### src/rtl/flash_asel_pkg.sv
package flash_asel_pkg;

    typedef enum logic [1:0] {
        ST_IDLE  = 2'd0,
        ST_UNLK1 = 2'd1,
        ST_UNLK2 = 2'd2,
        ST_ASEL  = 2'd3
    } asel_state_e;

    localparam logic [7:0] CMD_UNLK_A = 8'hAA;
    localparam logic [7:0] CMD_UNLK_B = 8'h55;
    localparam logic [7:0] CMD_IDENT  = 8'h90;
    localparam logic [7:0] CMD_RESET  = 8'hF0;

    localparam int UNLK_ADDR_A = 'h555;
    localparam int UNLK_ADDR_B = 'h2AA;

endpackage

### src/rtl/flash_asel_seq.sv
module flash_asel_seq
    import flash_asel_pkg::*;
#(
    parameter int ADDR_W = 16,
    parameter int BANK_W = 2
) (
    input  logic              clk,
    input  logic              rst_n,
    input  logic              wr_en,
    input  logic [ADDR_W-1:0] wr_addr,
    input  logic [7:0]        wr_cmd,
    output asel_state_e       state_q,
    output logic [BANK_W-1:0] bank_q
);

    localparam int LOW_W = ADDR_W - BANK_W;
    localparam logic [LOW_W-1:0] ADDR_A = LOW_W'(UNLK_ADDR_A);
    localparam logic [LOW_W-1:0] ADDR_B = LOW_W'(UNLK_ADDR_B);

    asel_state_e state_d;
    logic [BANK_W-1:0] bank_d;
    logic [LOW_W-1:0]  low_addr;
    logic hit_a, hit_b, hit_id;

    assign low_addr = wr_addr[LOW_W-1:0];
    assign hit_a    = (low_addr == ADDR_A) && (wr_cmd == CMD_UNLK_A);
    assign hit_b    = (low_addr == ADDR_B) && (wr_cmd == CMD_UNLK_B);
    assign hit_id   = (low_addr == ADDR_A) && (wr_cmd == CMD_IDENT);

    // state register
    always_ff @(posedge clk or negedge rst_n) begin
        if (!rst_n) begin
            state_q <= ST_IDLE;
            bank_q  <= '0;
        end else begin
            state_q <= state_d;
            bank_q  <= bank_d;
        end
    end

    // next state and bank capture
    always_comb begin
        state_d = state_q;
        bank_d  = bank_q;
        if (wr_en) begin
            unique case (state_q)
                ST_IDLE:  state_d = hit_a ? ST_UNLK1 : ST_IDLE;
                ST_UNLK1: state_d = hit_b ? ST_UNLK2 : ST_IDLE;
                ST_UNLK2: begin
                    if (hit_id) begin
                        state_d = ST_ASEL;
                        bank_d  = wr_addr[ADDR_W-1 -: BANK_W];
                    end else begin
                        state_d = ST_IDLE;
                    end
                end
                ST_ASEL:  state_d = (wr_cmd == CMD_RESET) ? ST_IDLE : ST_ASEL;
                default:  state_d = ST_IDLE;
            endcase
        end
    end

endmodule

### src/rtl/flash_asel_rdmux.sv
module flash_asel_rdmux #(
    parameter int                ADDR_W   = 16,
    parameter int                DATA_W   = 16,
    parameter int                BANK_W   = 2,
    parameter int                BLK_W    = 4,
    parameter logic [DATA_W-1:0] MFR_CODE = 16'h00EC,
    parameter logic [DATA_W-1:0] DEV_CODE = 16'h22A5
) (
    input  logic                 clk,
    input  logic                 rst_n,
    input  logic                 rd_en,
    input  logic [ADDR_W-1:0]    rd_addr,
    input  logic [DATA_W-1:0]    array_rdata,
    input  logic [(1<<BLK_W)-1:0] protect_vec,
    input  logic                 asel_on,
    input  logic [BANK_W-1:0]    bank_sel,
    output logic [DATA_W-1:0]    rd_data,
    output logic                 rd_valid
);

    localparam int OFS_W = ADDR_W - BLK_W;

    logic [OFS_W-1:0]  offset;
    logic [BLK_W-1:0]  blk_idx;
    logic              in_bank;
    logic              prot_pat;
    logic [DATA_W-1:0] word_d;

    assign offset   = rd_addr[OFS_W-1:0];
    assign blk_idx  = rd_addr[ADDR_W-1 -: BLK_W];
    assign in_bank  = (rd_addr[ADDR_W-1 -: BANK_W] == bank_sel);
    assign prot_pat = !offset[6] && offset[1] && !offset[0];

    always_comb begin
        word_d = array_rdata;
        if (asel_on && in_bank) begin
            if (offset == OFS_W'(0))
                word_d = MFR_CODE;
            else if (offset == OFS_W'(1))
                word_d = DEV_CODE;
            else if (prot_pat)
                word_d = {{(DATA_W-1){1'b0}}, protect_vec[blk_idx]};
            else
                word_d = '0;
        end
    end

    always_ff @(posedge clk or negedge rst_n) begin
        if (!rst_n) begin
            rd_valid <= 1'b0;
            rd_data  <= '0;
        end else begin
            rd_valid <= rd_en;
            if (rd_en)
                rd_data <= word_d;
        end
    end

endmodule

### src/rtl/flash_asel_top.sv
module flash_asel_top
    import flash_asel_pkg::*;
#(
    parameter int                ADDR_W   = 16,
    parameter int                DATA_W   = 16,
    parameter int                BANK_W   = 2,
    parameter int                BLK_W    = 4,
    parameter logic [DATA_W-1:0] MFR_CODE = 16'h00EC,
    parameter logic [DATA_W-1:0] DEV_CODE = 16'h22A5
) (
    input  logic                  clk,
    input  logic                  rst_n,
    input  logic                  wr_en,
    input  logic [ADDR_W-1:0]     wr_addr,
    input  logic [7:0]            wr_cmd,
    input  logic                  rd_en,
    input  logic [ADDR_W-1:0]     rd_addr,
    input  logic [DATA_W-1:0]     array_rdata,
    input  logic [(1<<BLK_W)-1:0] protect_vec,
    output logic [DATA_W-1:0]     rd_data,
    output logic                  rd_valid,
    output logic                  asel_active
);

    asel_state_e       state_q;
    logic [BANK_W-1:0] bank_q;

    flash_asel_seq #(
        .ADDR_W (ADDR_W),
        .BANK_W (BANK_W)
    ) u_seq (
        .clk     (clk),
        .rst_n   (rst_n),
        .wr_en   (wr_en),
        .wr_addr (wr_addr),
        .wr_cmd  (wr_cmd),
        .state_q (state_q),
        .bank_q  (bank_q)
    );

    assign asel_active = (state_q == ST_ASEL);

    flash_asel_rdmux #(
        .ADDR_W   (ADDR_W),
        .DATA_W   (DATA_W),
        .BANK_W   (BANK_W),
        .BLK_W    (BLK_W),
        .MFR_CODE (MFR_CODE),
        .DEV_CODE (DEV_CODE)
    ) u_rdmux (
        .clk         (clk),
        .rst_n       (rst_n),
        .rd_en       (rd_en),
        .rd_addr     (rd_addr),
        .array_rdata (array_rdata),
        .protect_vec (protect_vec),
        .asel_on     (asel_active),
        .bank_sel    (bank_q),
        .rd_data     (rd_data),
        .rd_valid    (rd_valid)
    );

endmodule

### config.mk
export PLATFORM = sky130hd
export DESIGN_NAME = flash_asel_top
export DESIGN_NICKNAME = d
export VERILOG_FILES = /design/src/rtl/flash_asel_pkg.sv /design/src/rtl/flash_asel_seq.sv /design/src/rtl/flash_asel_rdmux.sv /design/src/rtl/flash_asel_top.sv
export SDC_FILE = /design/constraint.sdc
export NUM_CORES = 1
export LEC_CHECK = 0
export BUFFER_PORTS_ARGS = -buffer_cell sky130_fd_sc_hd__buf_2
export CORE_UTILIZATION = 43
export DETAILED_ROUTE_END_ITERATION = 7
export GPL_TIMING_DRIVEN = 0
export PLACE_DENSITY = 0.85
export SYNTH_ARGS = -nofsm -noshare
export SYNTH_HDL_FRONTEND = slang
export SYNTH_SLANG_ARGS = --single-unit
### constraint.sdc
create_clock -name clk -period 2.35 [get_ports clk]
set_input_delay 0.47 -clock clk [delete_from_list [all_inputs] [get_ports clk]]
set_output_delay 0.47 -clock clk [all_outputs]
set_load 0.03 [all_outputs]
# Word level (Yosys, flattened, before mapping)
# Cells that the tools add are included.
[totals]
reg_bits = 21
input_bits = 76
[op_classes]
n_lt_le_gt_ge = 1
eq_ne = 11
n_mux = 11
reduce_logical = 11
[ops]
columns = ["operator", "count"]
rows = [
  ["16-bit 2-to-1 mux", 3],
  ["8-bit == test (second input constant)", 3],
  ["14-bit by 10-bit == test with 1-bit output (second input constant)", 1],
  ["14-bit by 11-bit == test with 1-bit output (second input constant)", 1],
  ["12-bit by 1-bit == test with 1-bit output (second input constant)", 1],
  ["12-bit zero test", 1],
  ["8-bit by 7-bit == test with 1-bit output (second input constant)", 1],
  ["2-bit case mux with 4 select lines", 1],
  ["1-bit logical AND", 6],
  ["2-bit 2-to-1 mux", 3],
  ["4-bit by 5-bit < comparator with 1-bit output (second input constant)", 1],
  ["1-bit binary-select mux with 4-bit select", 1],
  ["2-bit == test (second input constant)", 2],
  ["1-bit 2-to-1 mux", 3],
  ["3-bit AND reduction", 1],
  ["2-bit by 1-bit == test with 1-bit output (second input constant)", 1],
  ["2-bit == test", 1],
  ["1-bit zero test", 2],
  ["2-bit zero test", 1],
]

# Depth between registers and ports, before layout
[depth]
word_depth = 7
mapped_depth = 6
ltp_nobuf = 4

# By module
# From an unflattened synthesis, not the netlist that was laid out.
[unflattened]
hier_cells = 143
area_unflattened_um2 = 1300.0
[by_module_without_submodules]
columns = ["module", "instances", "cells_per_inst", "area_per_inst_um2", "seq_area_each_um2"]
rows = [
  ["flash_asel_rdmux", 1, 107, 930.9, 425.4],
  ["flash_asel_seq", 1, 35, 362.8, 100.1],
  ["flash_asel_top", 1, 1, 6.3, 0.0],
]

# Worst setup path before layout
# No wires, ideal clock.
[synth_path]
kind = "input-to-reg"
startpoint = "input wr_cmd[1]"
endpoint = "register u_seq.bank_q[0]"
setup_time_ns = 0.128
t_arrival_ns = 1.564
required_time_ns = 2.222
path_slack_ns = 0.659
path_stages = 4
n_path_buf = 0
cell_sequence = "nor4b_2 > nand3_1 > nor4_2 > mux2_1"
[synth_via]
elab_chain_cells = 3
[synth_lines]
columns = ["element", "line_no", "source"]
rows = [
  ["start: declaration", "flash_asel_top.sv:15", "input logic [7:0] wr_cmd,"],
  ["8-bit == test", "flash_asel_seq.sv:28", "assign hit_id = (low_addr == ADDR_A) && (wr_cmd == CMD_IDENT);"],
  ["1-bit logical AND", "flash_asel_seq.sv:28", ""],
  ["3-bit AND reduction (no source line)", "-", ""],
  ["end signal: assignment", "flash_asel_seq.sv:37", "bank_q <= bank_d;"],
  ["end: declaration", "flash_asel_seq.sv:13", "output logic [BANK_W-1:0] bank_q"],
]
# No other way between the ends.
# A chain may end at the register's enable or synchronous reset.

# Worst setup path in the final report
[layout_path]
startpoint = "register u_seq.state_q[1]"
endpoint = "register u_seq.state_q[0]"
[layout_via]
elab_chain_cells = 2
word_cells_on_any_way = 5
[layout_lines]
columns = ["element", "line_no", "source"]
rows = [
  ["start: declaration", "flash_asel_seq.sv:12", "output asel_state_e state_q,"],
  ["start signal: assignment", "flash_asel_seq.sv:36", "state_q <= state_d;"],
  ["2-bit == test (tied with other cells)", "flash_asel_seq.sv:46", "unique case (state_q)"],
  ["2-bit case mux with 4 select lines (*)", "flash_asel_seq.sv:46", ""],
]
# Every way passes the cells marked *; elsewhere a longest branch is shown, timed or not.

==> out/metrics.cfg <==
[die]
fp.coreArea_sq_um = 2780
die_w_microns = 56.3
die_h_microns = 56.3
start_util_pct = 45.6
rows = 19
die_area_sq_um = 3170
io_pins = 94

[clocking]
clk_pin_slew_ns = 0.12
cts_tree = built
clock-sinks = 21
ctsHoldBuffers = 0
cts_buffers = 3
cts_root_buf = clkbuf_4
clock_latency_ns = 0.30
ctsResizeCount = 0
h-tree-depth = 1
clockBufferDepth = 2
postCtsSetupRepairBufs = 0

[sta]
finClkSkew_ns = 0.00405
grt_setup_unrepaired = no
worst_slew_pin_slew_ns = 0.467
drv_slew = 0
fin_crit_sh_pct = 72.0
fin_tns_setup_ns = 0
hold_violations = 0
fin_crit_ns = 1.69
final-setup-viol-count = 0
max_freq_ghz = 0.591
max-slew-margin-rel_pct = 68.6

[setup_path]
end_kind = flip-flop
crit_arrival_ns = 1.94
cp_cell_sequence = or4b_1 -> a2111oi_0 -> o22a_1
critical-path-max-stage-delay_ns = 0.55
crit_type = reg -> reg
critPathTopFamily = compound AO/OA/AOI/OAI gates
crit_fanout = 7
cp.required_ns = 2.60
crit_path_start_kind = flip-flop
slowest_stage = or4b_1
crit_buf_inv = 0

[synth]
synthArstFlopShare_pct = 100
synth_edf_count = 0
syn_area_per_cell_sq_um = 9.46
yosysUniqueCellTypes = 42
synthesis.area_sq_um = 1270
yosysWarnings = 0
netlist_instances = 134
synthTopCellsByArea = dfrtp_1, a31oi_1, nand3_1
synthesis.nets = 210
ys.flop_type = dfrtp_1
synth-seq-area-share_pct = 41.5
ys_seq_elements = 21
synth_top_area_share_pct = 41.5
synth.largest_area_cell = dfrtp_1

[pwr]
ir_worst_vdd_mv = 0.339
leakage_nw = 0.919
power.density_nw_per_um2 = 461

[finish]
drive_above_1_share_pct = 45.7
num_antenna_cells = 0
fin_cells = 261
area.growth.synth_to_final_pct = 41.5
layout.nets = 307

[routing]
vias_per_cell = 5.29
drc = 0
drt_wl_total_microns = 3130
top_layer_used = met4
via_count = 1381
wl_met3_microns = 212
first_pass_iters = 4
wl_per_cell_microns = 12.0
wl_met2_microns = 1540
antenna_left = 0
drtIter0Drc = 57
wl_met1_microns = 1370

[global_routing]
grt_max_degree = 22
grt_pass1_wl_microns = 5380
grt_use_total_pct = 21.1
antenna_found_initial = 0
grt_pass1_vias = 1275
grt-ovfl-total = 0

[placement]
port_buffers = 92
place.gp.congestion = 0.778
dpl.hpwl_microns = 2630
dp.cells = 257

[outcome]
status = complete, no violations

[run]
drv_cap = 0

[min_path]
holdCritPathClass = in -> async

## final cells by class
type,instances,area (sq um)
multi-input cells,97,679
clock buffers,4,26.3
plain buffers,6,25.0
fillers,258,988
flip-flops and latches,21,526
inverters,10,37.5
well taps,31,38.8
repair buffers,92,460
## layout by cell type, fill, tap and decap left out, types with 3 or more instances in the layout
cell type / n
nor4bb_1: 3
nand3_1: 11
a31oi_1: 9
a21oi_1: 3
nor2_1: 8
dfrtp_1: 21
nand2_1: 10
inv_1: 10
mux2i_1: 4
o21ai_1: 8
and3_1: 3
buf_2: 94
clkbuf_4: 3
buf_1: 3
## cell usage after synthesis (all sizes together), types with 3 or more instances
cell / n
nor4b: 3
nor4bb: 3
dfrtp: 21
buf: 5
nand3: 11
a21oi: 3
and3: 3
o21ai: 8
nand2: 11
mux2i: 4
nor2: 8
inv: 10
a31oi: 9
## metrics by stage
step / util (%) / setup slack, ns / hold slack, ns / area, sq um / power (mW)
finish: 64.5 / 0.659 / 0.101 / 1790 / 0.826
global route: 64.5 / 0.604 / 0.132 / 1790 / 0.872
CTS: 64.5 / 0.671 / 0.113 / 1790 / 0.831
detailed placement: 63.5 / 0.368 / 0.446 / 1770 / 0.661
global placement: 63.5 / 0.428 / 0.441 / 1770 / 0.657
floorplan: - / 0.659 / 0.174 / 1270 / 0.544
## path summary, 6_finish.rpt
kind / start / endpoint / slack, ns / depth (start not counted)
max: u_seq.state_q[1] / u_seq.state_q[0] / 0.66 / 3
min: rst_n / u_rdmux.rd_data[11] / 0.10 / 1
max reg2reg: u_seq.state_q[1] / u_seq.state_q[0] / 0.66 / 3
min reg2reg: u_rdmux.rd_data[15] / u_rdmux.rd_data[15] / 0.51 / 2
max in group asynchronous: rst_n / u_seq.state_q[1] / 1.94 / 1
min in group clk: rd_en / u_rdmux.rd_valid / 0.29 / 1
## flip-flops by register name, indices dropped and copies added (netlist names)
signal / count
u_rdmux.rd_data: 16
u_rdmux.rd_valid: 1
u_seq.bank_q: 2
u_seq.state_q: 2
## power by group
part,switching [mW],internal (mW)
clock network,0.108,0.0661
registers,0.0170,0.390
logic,0.139,0.106
## routing by layer
| layer | up-vias | global-route usage, % |
|---|---|---|
| li1 | 693 | - |
| met4 | 0 | 5.92 |
| met5 | - | 0 |
| met3 | 2 | 3.00 |
| met1 | 619 | 27.4 |
| met2 | 67 | 36.7 |
## logic make-up (layout without fill, tap and decap cells)
family / after synthesis / after routing / synth area share [%]
AO/OA/AOI/OAI: 28 / 28 / 14.1
XOR/XNOR: 2 / 2 / 1.38
buffers and inverters: 16 / 112 / 4.94
flip-flops: 21 / 21 / 41.5
multiplexers: 8 / 8 / 8.49
AND/OR/NAND/NOR: 59 / 59 / 29.6
Note: power is estimated with default switching activity, not from simulation.
